### src/rtl/txdesc_dma.sv
module txdesc_dma #(
  parameter int ADDR_W = 32,
  parameter int LEN_W  = 16
) (
  input  logic              clk,
  input  logic              rst_n,
  input  logic              reg_we,
  input  logic [1:0]        reg_addr,
  input  logic [31:0]       reg_wdata,
  output logic              tx_busy,
  output logic              mem_req,
  output logic              mem_we,
  output logic [ADDR_W-1:0] mem_addr,
  output logic [31:0]       mem_wdata,
  input  logic              mem_ack,
  input  logic [31:0]       mem_rdata,
  output logic [31:0]       tx_data,
  output logic              tx_valid,
  input  logic              tx_ready,
  output logic              tx_last,
  output logic [LEN_W-1:0]  frame_bytes
);
  localparam int WC_W = LEN_W - 1;

  typedef enum logic [2:0] {S_IDLE, S_RD0, S_RD1, S_RD2, S_FETCH, S_SEND, S_WB} st_t;

  st_t               st;
  logic [ADDR_W-1:0] base, cur, bptr, step;
  logic [1:0]        dsz;
  logic [31:0]       ctl, data;
  logic [LEN_W-1:0]  len;
  logic [WC_W-1:0]   wleft;
  logic [LEN_W:0]    lr;
  logic              busy;

  assign lr = {1'b0, len} + (LEN_W+1)'(3);

  always_comb begin
    case (dsz)
      2'd1:    step = ADDR_W'(32);
      2'd2:    step = ADDR_W'(64);
      default: step = ADDR_W'(16);
    endcase
  end

  assign tx_busy     = busy;
  assign mem_req     = (st == S_RD0) || (st == S_RD1) || (st == S_RD2) || (st == S_FETCH) || (st == S_WB);
  assign mem_we      = (st == S_WB);
  assign mem_wdata   = ctl & ~32'h8800_0000;
  assign tx_valid    = (st == S_SEND);
  assign tx_data     = data;
  assign tx_last     = (st == S_SEND) && (wleft == WC_W'(1)) && ctl[28];
  assign frame_bytes = len;

  always_comb begin
    case (st)
      S_RD1:   mem_addr = cur + ADDR_W'(4);
      S_RD2:   mem_addr = cur + ADDR_W'(8);
      S_FETCH: mem_addr = bptr;
      default: mem_addr = cur;
    endcase
  end

  logic [LEN_W-1:0] fsum;

  always_ff @(posedge clk) begin
    if (!rst_n) begin
      st    <= S_IDLE;
      busy  <= 1'b0;
      base  <= '0;
      dsz   <= '0;
      cur   <= '0;
      bptr  <= '0;
      ctl   <= '0;
      data  <= '0;
      len   <= '0;
      fsum  <= '0;
      wleft <= '0;
    end else begin
      if (reg_we && reg_addr == 2'd0) base <= ADDR_W'(reg_wdata);
      if (reg_we && reg_addr == 2'd1) dsz <= reg_wdata[1:0];
      case (st)
        S_IDLE:
          if (reg_we && reg_addr == 2'd2 && reg_wdata[0] && !busy) begin
            busy <= 1'b1;
            cur  <= base;
            fsum <= '0;
            st   <= S_RD0;
          end
        S_RD0:
          if (mem_ack) begin
            ctl <= mem_rdata;
            if (!mem_rdata[31]) begin
              busy <= 1'b0;
              st   <= S_IDLE;
            end else begin
              st <= S_RD1;
            end
          end
        S_RD1:
          if (mem_ack) begin
            len  <= mem_rdata[31:16];
            fsum <= (ctl[29] ? '0 : fsum) + mem_rdata[31:16];
            st   <= S_RD2;
          end
        S_RD2:
          if (mem_ack) begin
            bptr  <= ADDR_W'(mem_rdata);
            wleft <= lr[LEN_W:2];
            len   <= fsum;
            st    <= (lr[LEN_W:2] == '0) ? S_WB : S_FETCH;
          end
        S_FETCH:
          if (mem_ack) begin
            data <= mem_rdata;
            st   <= S_SEND;
          end
        S_SEND:
          if (tx_ready) begin
            bptr  <= bptr + ADDR_W'(4);
            wleft <= wleft - WC_W'(1);
            st    <= (wleft == WC_W'(1)) ? S_WB : S_FETCH;
          end
        S_WB:
          if (mem_ack) begin
            cur <= ctl[30] ? base : cur + step;
            st  <= S_RD0;
          end
        default: st <= S_IDLE;
      endcase
    end
  end
endmodule

### config.mk
export PLATFORM = sky130hd
export DESIGN_NAME = txdesc_dma
export DESIGN_NICKNAME = d
export VERILOG_FILES = /design/src/rtl/txdesc_dma.sv
export SDC_FILE = /design/constraint.sdc
export NUM_CORES = 1
export LEC_CHECK = 0
export BUFFER_PORTS_ARGS = -buffer_cell sky130_fd_sc_hd__buf_2
export CORE_ASPECT_RATIO = 1.4
export CORE_MARGIN = 3
export CORE_UTILIZATION = 35
export DETAILED_ROUTE_END_ITERATION = 12
export GPL_TIMING_DRIVEN = 0
export PLACE_DENSITY_LB_ADDON = 0.2
export SYNTH_ARGS = -nofsm -noshare
export SYNTH_HDL_FRONTEND = slang
export SYNTH_SLANG_ARGS = --single-unit
### constraint.sdc
create_clock -name clk -period 4.2 [get_ports clk]
set_input_delay 0.84 -clock clk [delete_from_list [all_inputs] [get_ports clk]]
set_output_delay 0.84 -clock clk [all_outputs]
set_load 0.02 [all_outputs]
==> impl_metrics.csv, run 1 <==
group,metric,value,unit
grt,grt_max_degree,14,
min_path,hold_path.class,"reg2reg",
placement,port_buffers,185,
synth,synth_area_leader_cell,"dfxtp_1",
routing,drt_first_pass_iters,6,
sta,setup_slack,0.0632,ns
power,combPwrFrac,18.5,%
power,internal_power,3.63,mW
layout,final_nets,1975,
clocking,postCtsSetupBuffers,0,
power,p_sw,1.68,mW
routing,via_per_inst,5.76,
clocking,cts_tree,"done",
sta,worstMarginPinSlew,1.05,ns
critical_path,critPathKind,"reg2out",
floorplan,rows,80,
sta,fin_hold_ws,0.450,ns
critical_path,crit_path_frequent_cell,"buf_2",
grt,antenna_found_initial,0,
run,maxCapViolations,0,
synth,netlist.area_leader.share,34.9,%
synth,yosysSeqAreaShare,34.9,%
power,pwr-share-clk,40.4,%
critical_path,path_cells,"buf_2, or2_2, clkbuf_1, nand2_1, or3_1, o311ai_0, buf_2",
placement,place.gp.congestion,0.971,
clocking,cts_hold_buf,0,
critical_path,slowest_stage,"o311ai_0",
synth,synth_edf_count,0,
critical_path,r2r_slack,1.08,ns
floorplan,ios,188,
clocking,clk_path_buf_depth,3,
layout,antenna_cells,0,
placement,dpl.hpwl,41000,um
sta,fin_worst_skew,0.0257,ns
sta,rsz0062_at_grt,"no",
critical_path,critPathLaunchType,"flip-flop",
floorplan,die_h,226,um
routing,wire_per_inst,22.7,um
layout,num-fill-cells,3701,
synth,synthDistinctLibCells,84,
clocking,insertion_delay,0.55,ns
critical_path,crit_buf_inv,3,
routing,wl,53300,um
synth,synth_ff_type,"dfxtp_1",
clocking,root_buffer,"clkbuf_16",
synth,synthTopCellsByCount,"365 x nand2_1, 211 x dfxtp_1, 204 x a21oi_1",
grt,grt_pass1_wl,78100,um
sta,slew_viol_final,0,
grt,track_usage,27.8,%
clocking,htreeDepth,1,
critical_path,cp.required,3.36,ns
critical_path,critPathArrivalTime,3.30,ns
power,power.total,5.31,mW
synth,avgSynthCellArea,7.27,um2
routing,drcViolationCount,0,
clocking,numCtsBuffers,23,
grt,grt_pass1_vias,12500,
grt,gr-total-overflow,0,
sta,finalCriticalPeriod,4.14,ns
sta,setup_viol,0,
synth,yosysMostFrequentCell,"nand2_1",
sta,slew_headroom,30.0,%
routing,final_antenna_net_count,0,
synth,async_reset_ff_share,0,%
clocking,cts_sinks,211,
synth,syn-instance-count,1666,
floorplan,die_w,163,um
clocking,clk_pin_slew_worst_paths,0.06,ns
floorplan,die-area,0.0369,mm2
sta,finalCritPeriodShare,98.5,%
power,cellPowerDensity,369,mW/mm2
critical_path,path_max_fanout,10,
power,swShare,31.7,%
critical_path,slowest_delay,0.57,ns
sta,tns,0,ns
synth,ys_ff_latch,211,
power,ir_drop,254,uV
sta,hold_violations,0,
power,pwr-share-seq,41.0,%
synth,yosysWarnings,0,
synth,syn_area,0.0121,mm2
layout,drive_gt1_share,15.2,%
clocking,post_cts_resized,1,
outcome,status,"completed",
floorplan,core_area,0.0341,mm2
layout,area_growth,18.9,%
sta,max_freq,242,MHz
placement,dp_worst_setup_slack,0.429,ns
floorplan,start_util,35.5,%
critical_path,critPathTopFamily,"simple AND/OR/NAND/NOR gates",
critical_path,endpoint_kind,"output port",
routing,num_vias,13500,
routing,drtIter0Drc,1297,
power,leakagePower,5.50,nW
synth,yosys-top-cells-area,"dfxtp_1 35%, nand2_1 11%, a21oi_1 8.4%",
-- per-layer routing --
metal,global-route usage (%),part of all wire (%)
met1,32.1,38
met2,51.0,50
met3,3.43,6.2
met4,12.3,5.0
met5,0,0
-- logic make-up (layout without fill, tap and decap cells) --
| kind of cell | after synthesis | count (layout) | synth area share (%) |
|---|---|---|---|
| AND/OR/NAND/NOR | 744 | 744 | 28.6 |
| AO/OA/AOI/OAI | 502 | 502 | 25.7 |
| flip-flops | 211 | 211 | 34.9 |
| buffers and inverters | 145 | 371 | 5.19 |
| XOR/XNOR | 32 | 32 | 2.31 |
| adder cells (fa/ha/maj) | 27 | 27 | 2.91 |
| multiplexers | 4 | 4 | 0.330 |
| other | 1 | 2 | 0.0309 |
-- cells in the final DEF (no fill, tap or decap), types with 25 or more instances in the layout --
cell type	n
a21oi_1	204
clkbuf_1	94
nor3_1	28
nor2_1	130
dfxtp_1	211
nand3_1	50
a31oi_1	25
ha_1	25
nand2_1	365
o21ai_0	93
buf_2	200
nand4_1	25
-- worst min-delay path, stage by stage, from the launching register on --
cell	delay [ns]
dfxtp_1	0.31
nand2_1	0.05
a21oi_1	0.05
-- final timing paths --
check,start,endpoint,cells past startpoint
worst min register to register,ctl[16],ctl[16],2
worst min-delay path,ctl[16],ctl[16],2
worst max register to register,ctl[29],fsum[15],10
worst max-delay path,cur[2],mem_addr[21],7
-- state kept, by name (all words and copies together) (netlist names) --
name,cells
bptr,32
frame_bytes,16
ctl,30
cur,32
base,32
fsum,16
st,3
dsz,2
tx_data,32
wleft,15
tx_busy,1
-- power groups by stage --
stage          clock network (mW)  registers, mW  logic (mW)
2_1_floorplan                   0           2.25       0.557
3_3_place_gp                    0           2.22       0.967
3_5_place_dp                    0           2.22       0.972
4_1_cts                      2.18           2.18       0.977
5_1_grt                      2.25           2.19        1.07
6_report                     2.15           2.18       0.985
-- metrics by stage --
step	instance area, um2	instances	utilization, %
after global placement	13600	2303	39.9
after CTS	14400	2344	42.2
final	14400	2344	42.2
after global routing	14400	2344	42.2
after detailed placement	13600	2303	39.9
after floorplan	12100	1667	-
-- area by class of cell --
class	instances	area, um2	share of cell area (%)
well taps	451	564	3.92
plain buffers	123	547	3.80
inverters	22	82.6	0.573
clock inverters	10	111	0.773
clock buffers	31	666	4.62
flip-flops and latches	211	4220	29.3
multi-input cells	1311	7290	50.6
repair buffers	185	926	6.43
Note: power is estimated with default switching activity, not from simulation.
==> inputs of run 2 (changes only) <==
CTS_BUF_LIST = sky130_fd_sc_hd__clkbuf_8   (was not set)
==> impl_metrics.csv, run 2 (synthesis gave the netlist of run 1 again) <==
group,metric,value,unit
min_path,holdPathStages,2,
clocking,insertion_delay,0.58,ns
floorplan,rows,80,
sta,max_freq,250,MHz
grt,grt_use_met2,50.9,%
layout,final_nets,1990,
grt,gr-total-overflow,0,
routing,via_per_inst,5.74,
floorplan,die-area,0.0369,mm2
grt,grt_util_met3,4.18,%
sta,finalCritPeriodShare,95.4,%
power,p_sw,1.75,mW
critical_path,critPathKind,"reg2out",
routing,drcViolationCount,0,
routing,wl,53600,um
power,power.total,5.36,mW
critical_path,endpoint_kind,"output port",
floorplan,ios,188,
routing,drt_first_pass_iters,5,
clocking,clk_pin_slew_worst_paths,0.06,ns
clocking,cts_sinks,211,
layout,mostFrequentLayoutCells,"364 x nand2_1, 211 x dfxtp_1, 204 x a21oi_1",
power,cellPowerDensity,371,mW/mm2
critical_path,reg2reg_to,"fsum[14]",
power,internal_power,3.62,mW
clocking,clk_path_buf_depth,3,
power,swShare,32.6,%
min_path,hold_start,"ctl[16]",
critical_path,critPathArrivalTime,3.17,ns
clocking,cts_hold_buf,0,
sta,worstMarginPinSlew,1.06,ns
grt,use_met1,32.1,%
sta,slew_viol_final,0,
power,leakagePower,5.58,nW
outcome,status,"completed",
grt,grt_max_degree,12,
critical_path,rr_worst_depth,9,
sta,finalCriticalPeriod,4.01,ns
critical_path,path_max_fanout,8,
sta,setup_viol,0,
sta,rsz0062_at_grt,"no",
min_path,hold_path.class,"reg2reg",
floorplan,start_util,35.5,%
sta,tns,0,ns
sta,slew_headroom,29.2,%
grt,grt.busiest_layer,"met2",
routing,final_antenna_net_count,0,
clocking,htreeDepth,2,
power,pwr-share-seq,40.7,%
layout,antenna_cells,0,
critical_path,rr_startpoint,"ctl[29]",
layout,drive_gt1_share,16.2,%
layout,layout_commonest_cell,"nand2_1",
placement,place.gp.congestion,0.971,
power,combPwrFrac,18.3,%
sta,fin_worst_skew,0.0353,ns
grt,grt_pass1_vias,12600,
grt,antenna_found_initial,0,
placement,port_buffers,185,
clocking,numCtsBuffers,39,
layout,area_growth,19.4,%
power,ir_drop,182,uV
run,maxCapViolations,0,
critical_path,cp.required,3.36,ns
sta,hold_violations,0,
power,pwr-share-clk,41.0,%
placement,dpl.hpwl,41000,um
critical_path,r2r_slack,1.14,ns
routing,wire_per_inst,22.6,um
clocking,cts_tree,"done",
critical_path,critPathLaunchType,"flip-flop",
floorplan,die_w,163,um
routing,num_vias,13600,
clocking,root_buffer,"clkbuf_8",
grt,grt_pass1_wl,78400,um
min_path,min_to,"ctl[16]",
floorplan,core_area,0.0341,mm2
layout,final_core_util,42.4,%
grt,track_usage,28.0,%
routing,drtIter0Drc,1322,
floorplan,die_h,226,um
==> run 2: changes by cell type in the layout (fill, tap and decap cells not counted), sizes merged <==
cell	before	now
bufinv	2	3
clkinv	5	7
clkbuf	127	143
inv	22	29
clkinvlp	3	0
==> run 2: layout make-up <==
cell class	count	area (um2)
well taps	451	564
clock buffers	48	661
multi-input cells	1311	7300
fillers	3735	19700
inverters	22	82.6
flip-flops and latches	211	4220
plain buffers	122	543
repair buffers	185	926
clock inverters	17	168
==> run 2: critical path: stages (launching register included) <==
cell	delay, ns
dfxtp_1	0.45
ha_1	0.25
and3_1	0.23
nand3_1	0.20
o21ai_1	0.38
nand4_1	0.34
or4_1	0.49
nand3_1	0.11
buf_2	0.17
==> run 2: layer usage <==
metal | vias to the layer above | share of wire [%]
met3 | 155 | 6.3
li1 | 6447 | -
met4 | 0 | 5.0
met1 | 6404 | 39
met5 | - | 0
met2 | 589 | 50
==> run 2: worst max-delay path by stage <==
stage	from	cells past startpoint	end	slack (ns)
floorplan	cur[4]	5	mem_addr[21]	1.08
global placement	cur[4]	8	mem_addr[31]	0.47
detailed placement	cur[4]	8	mem_addr[31]	0.43
CTS	cur[4]	8	mem_addr[31]	0.02
global route	cur[3]	8	mem_addr[30]	0.009
finish	cur[3]	8	mem_addr[30]	0.19
==> run 2: repair_timing <==
action	4_1_cts	5_1_grt
setup buffers	0	0
endpoints found under the setup margin	1	5
gates resized for setup	1	5
==> run 2: power by group through the flow <==
stage,registers [mW],logic [mW],clock network [mW]
after floorplan,2.25,0.557,0
after global placement,2.22,0.967,0
after detailed placement,2.22,0.972,0
after CTS,2.18,0.978,2.23
after global routing,2.19,1.07,2.31
final,2.18,0.984,2.20
==> run 2: per-stage QoR <==
step	std cells	worst slack, ns	hold WS (ns)	cell area (um2)
floorplan	1667	1.08	0.433	12100
global placement	2303	0.470	0.440	13600
detailed placement	2303	0.429	0.444	13600
CTS	2368	0.0172	0.453	14400
global route	2367	0.00944	0.464	14500
finish	2367	0.194	0.450	14500
==> inputs of run 3 (changes only) <==
ABC_AREA = 1   (was not set)
==> impl_metrics.csv, run 3 <==
group,metric,value,unit
outcome,status,"completed",
critical_path,slowest_delay,0.64,ns
sta,slew_viol_final,0,
grt,grt_max_degree,12,
placement,port_buffers,184,
floorplan,core_area,0.0354,mm2
critical_path,path_max_fanout,10,
grt,grt_pass1_wl,82900,um
clocking,clk_pin_slew_worst_paths,0.06,ns
routing,drt_first_pass_iters,6,
routing,num_vias,14700,
routing,wire_per_inst,20.9,um
sta,max_freq,256,MHz
critical_path,crit_buf_inv,3,
critical_path,critPathLaunchType,"flip-flop",
power,cellPowerDensity,333,mW/mm2
power,leakagePower,6.25,nW
grt,grt_use_met2,49.9,%
grt,antenna_found_initial,0,
min_path,min_to,"base[26]",
grt,grt.busiest_layer,"met2",
clocking,cts_hold_buf,0,
synth,synthDistinctLibCells,52,
grt,grt_util_met3,3.28,%
min_path,holdPathStages,2,
routing,final_antenna_net_count,0,
min_path,hold_path.class,"reg2reg",
layout,final_core_util,42.4,%
clocking,root_buffer,"clkbuf_8",
layout,antenna_cells,0,
floorplan,start_util,35.8,%
synth,async_reset_ff_share,0,%
clocking,postCtsSetupBuffers,0,
clocking,numCtsBuffers,38,
routing,drtIter0Drc,1140,
clocking,htreeDepth,2,
critical_path,crit_path_frequent_cell,"buf_2",
floorplan,die-area,0.0386,mm2
clocking,cts_sinks,211,
layout,layout_commonest_cell,"nand2_1",
synth,avgSynthCellArea,6.48,um2
critical_path,r2r_slack,1.37,ns
placement,place.gp.congestion,0.984,
layout,final_nets,2278,
synth,yosys-top-cells-area,"dfxtp_1 33%, nand2_1 12%, a21oi_1 8.4%",
power,power.total,4.99,mW
critical_path,critPathTopFamily,"buffers and inverters",
grt,use_met1,30.5,%
sta,fin_worst_skew,0.0495,ns
synth,ys_ff_latch,211,
clocking,cts_tree,"done",
layout,mostFrequentLayoutCells,"404 x nand2_1, 220 x buf_2, 212 x a21oi_1",
synth,synth_area_leader_cell,"dfxtp_1",
sta,worstMarginPinSlew,0.939,ns
routing,drcViolationCount,0,
layout,area_growth,18.3,%
grt,grt_pass1_vias,14200,
min_path,hold_start,"base[26]",
synth,syn-instance-count,1955,
sta,rsz0062_at_grt,"no",
critical_path,rr_worst_depth,14,
sta,tns,0,ns
run,maxCapViolations,0,
floorplan,rows,81,
floorplan,die_h,231,um
critical_path,slowest_stage,"o311ai_0",
critical_path,endpoint_kind,"output port",
synth,synth_edf_count,0,
grt,track_usage,27.6,%
critical_path,critPathKind,"reg2out",
placement,dpl_cell_area,0.0142,mm2
critical_path,rr_startpoint,"dsz[0]",
power,ir_drop,188,uV
clocking,clk_path_buf_depth,3,
layout,drive_gt1_share,15.5,%
layout,final_area,0.0150,mm2
critical_path,critPathArrivalTime,3.07,ns
sta,setup_viol,0,
placement,dpl.hpwl,43500,um
synth,synth_ff_type,"dfxtp_1",
sta,hold_violations,0,
synth,yosysSeqAreaShare,33.3,%
synth,yosysMostFrequentCell,"nand2_1",
synth,netlist.area_leader.share,33.3,%
routing,via_per_inst,5.50,
floorplan,die_w,167,um
sta,finalCriticalPeriod,3.91,ns
grt,gr-total-overflow,0,
routing,wl,55600,um
critical_path,reg2reg_to,"cur[30]",
synth,yosysWarnings,0,
synth,synthTopCellsByCount,"404 x nand2_1, 212 x a21oi_1, 211 x dfxtp_1",
sta,finalCritPeriodShare,93.0,%
critical_path,path_cells,"nand2_1, inv_1, nor2_1, buf_2, o311ai_0, buf_2",
floorplan,ios,188,
sta,slew_headroom,36.9,%
synth,syn_area,0.0127,mm2
clocking,insertion_delay,0.60,ns
critical_path,cp.required,3.36,ns
run 3: changes by cell type after synthesis, moves of 14 or more:
cell	before	now
inv_1	20	196
o21ai_0	93	194
nand3_1	51	130
nor2_1	130	207
nand2_1	365	404
clkbuf_1	92	61
a311oi_1	23	1
buf_2	15	36
nor2b_1	20	0
a22oi_1	16	2
and3_1	14	0
nor4_1	21	7
run 3: how the worst max path moves through the flow:
| stage | start | cells after the start | end | slack [ns] |
|---|---|---|---|---|
| 2_1_floorplan | cur[4] | 7 | mem_addr[15] | 1.38 |
| 3_3_place_gp | st[1] | 11 | mem_addr[11] | 0.91 |
| 3_5_place_dp | st[1] | 11 | mem_addr[11] | 0.93 |
| 4_1_cts | st[2] | 8 | mem_addr[20] | 0.30 |
| 5_1_grt | st[1] | 11 | mem_addr[19] | 0.15 |
| 6_report | st[1] | 6 | mem_addr[15] | 0.29 |
run 3: kinds of logic after synthesis:
family / after synthesis / synth area share, %
flip-flops: 211 / 33.3
AND/OR/NAND/NOR: 843 / 28.8
other: 1 / 0.0296
XOR/XNOR: 28 / 1.94
AO/OA/AOI/OAI: 537 / 23.5
adder cells (fa/ha/maj): 27 / 2.78
buffers and inverters: 308 / 9.57
run 3: layout make-up:
cell class                      count  area (um2)
Multi-Input combinational cell   1437        7240
Timing Repair Buffer              184         921
Inverter                          207         777
Tap cell                          456         571
Clock inverter                     13        77.6
Sequential cell                   211        4220
Clock buffer                       54         743
Fill cell                        3832       20400
Buffer                            101         435
run 3: worst min-delay path, stage by stage (launching register included):
cell and delay (ns):
dfxtp_1 0.30, inv_1 0.06, a21oi_1 0.05
run 3: timing repair:
action,4_1_cts,5_1_grt
hold endpoints to repair,0,0
endpoints found under the setup margin,0,3
resized for setup,0,1
run 3: power by group:
part	total, mW	internal (mW)	switching [mW]
logic	0.728	0.203	0.525
clock network	2.11	1.15	0.959
registers	2.16	2.09	0.0680
run 3: routing by layer:
metal  part of all wire, %  wire length [um]
met5                     0                 0
met4                   7.3              4060
met3                   5.5              3040
met2                    50             27500
met1                    38             21000
run 3: metrics by stage:
step	setup WS [ns]	instances	hold WS [ns]
final	0.292	2663	0.455
after global routing	0.152	2663	0.479
after CTS	0.296	2663	0.462
after detailed placement	0.930	2596	0.449
after global placement	0.910	2596	0.446
after floorplan	1.38	1956	0.430
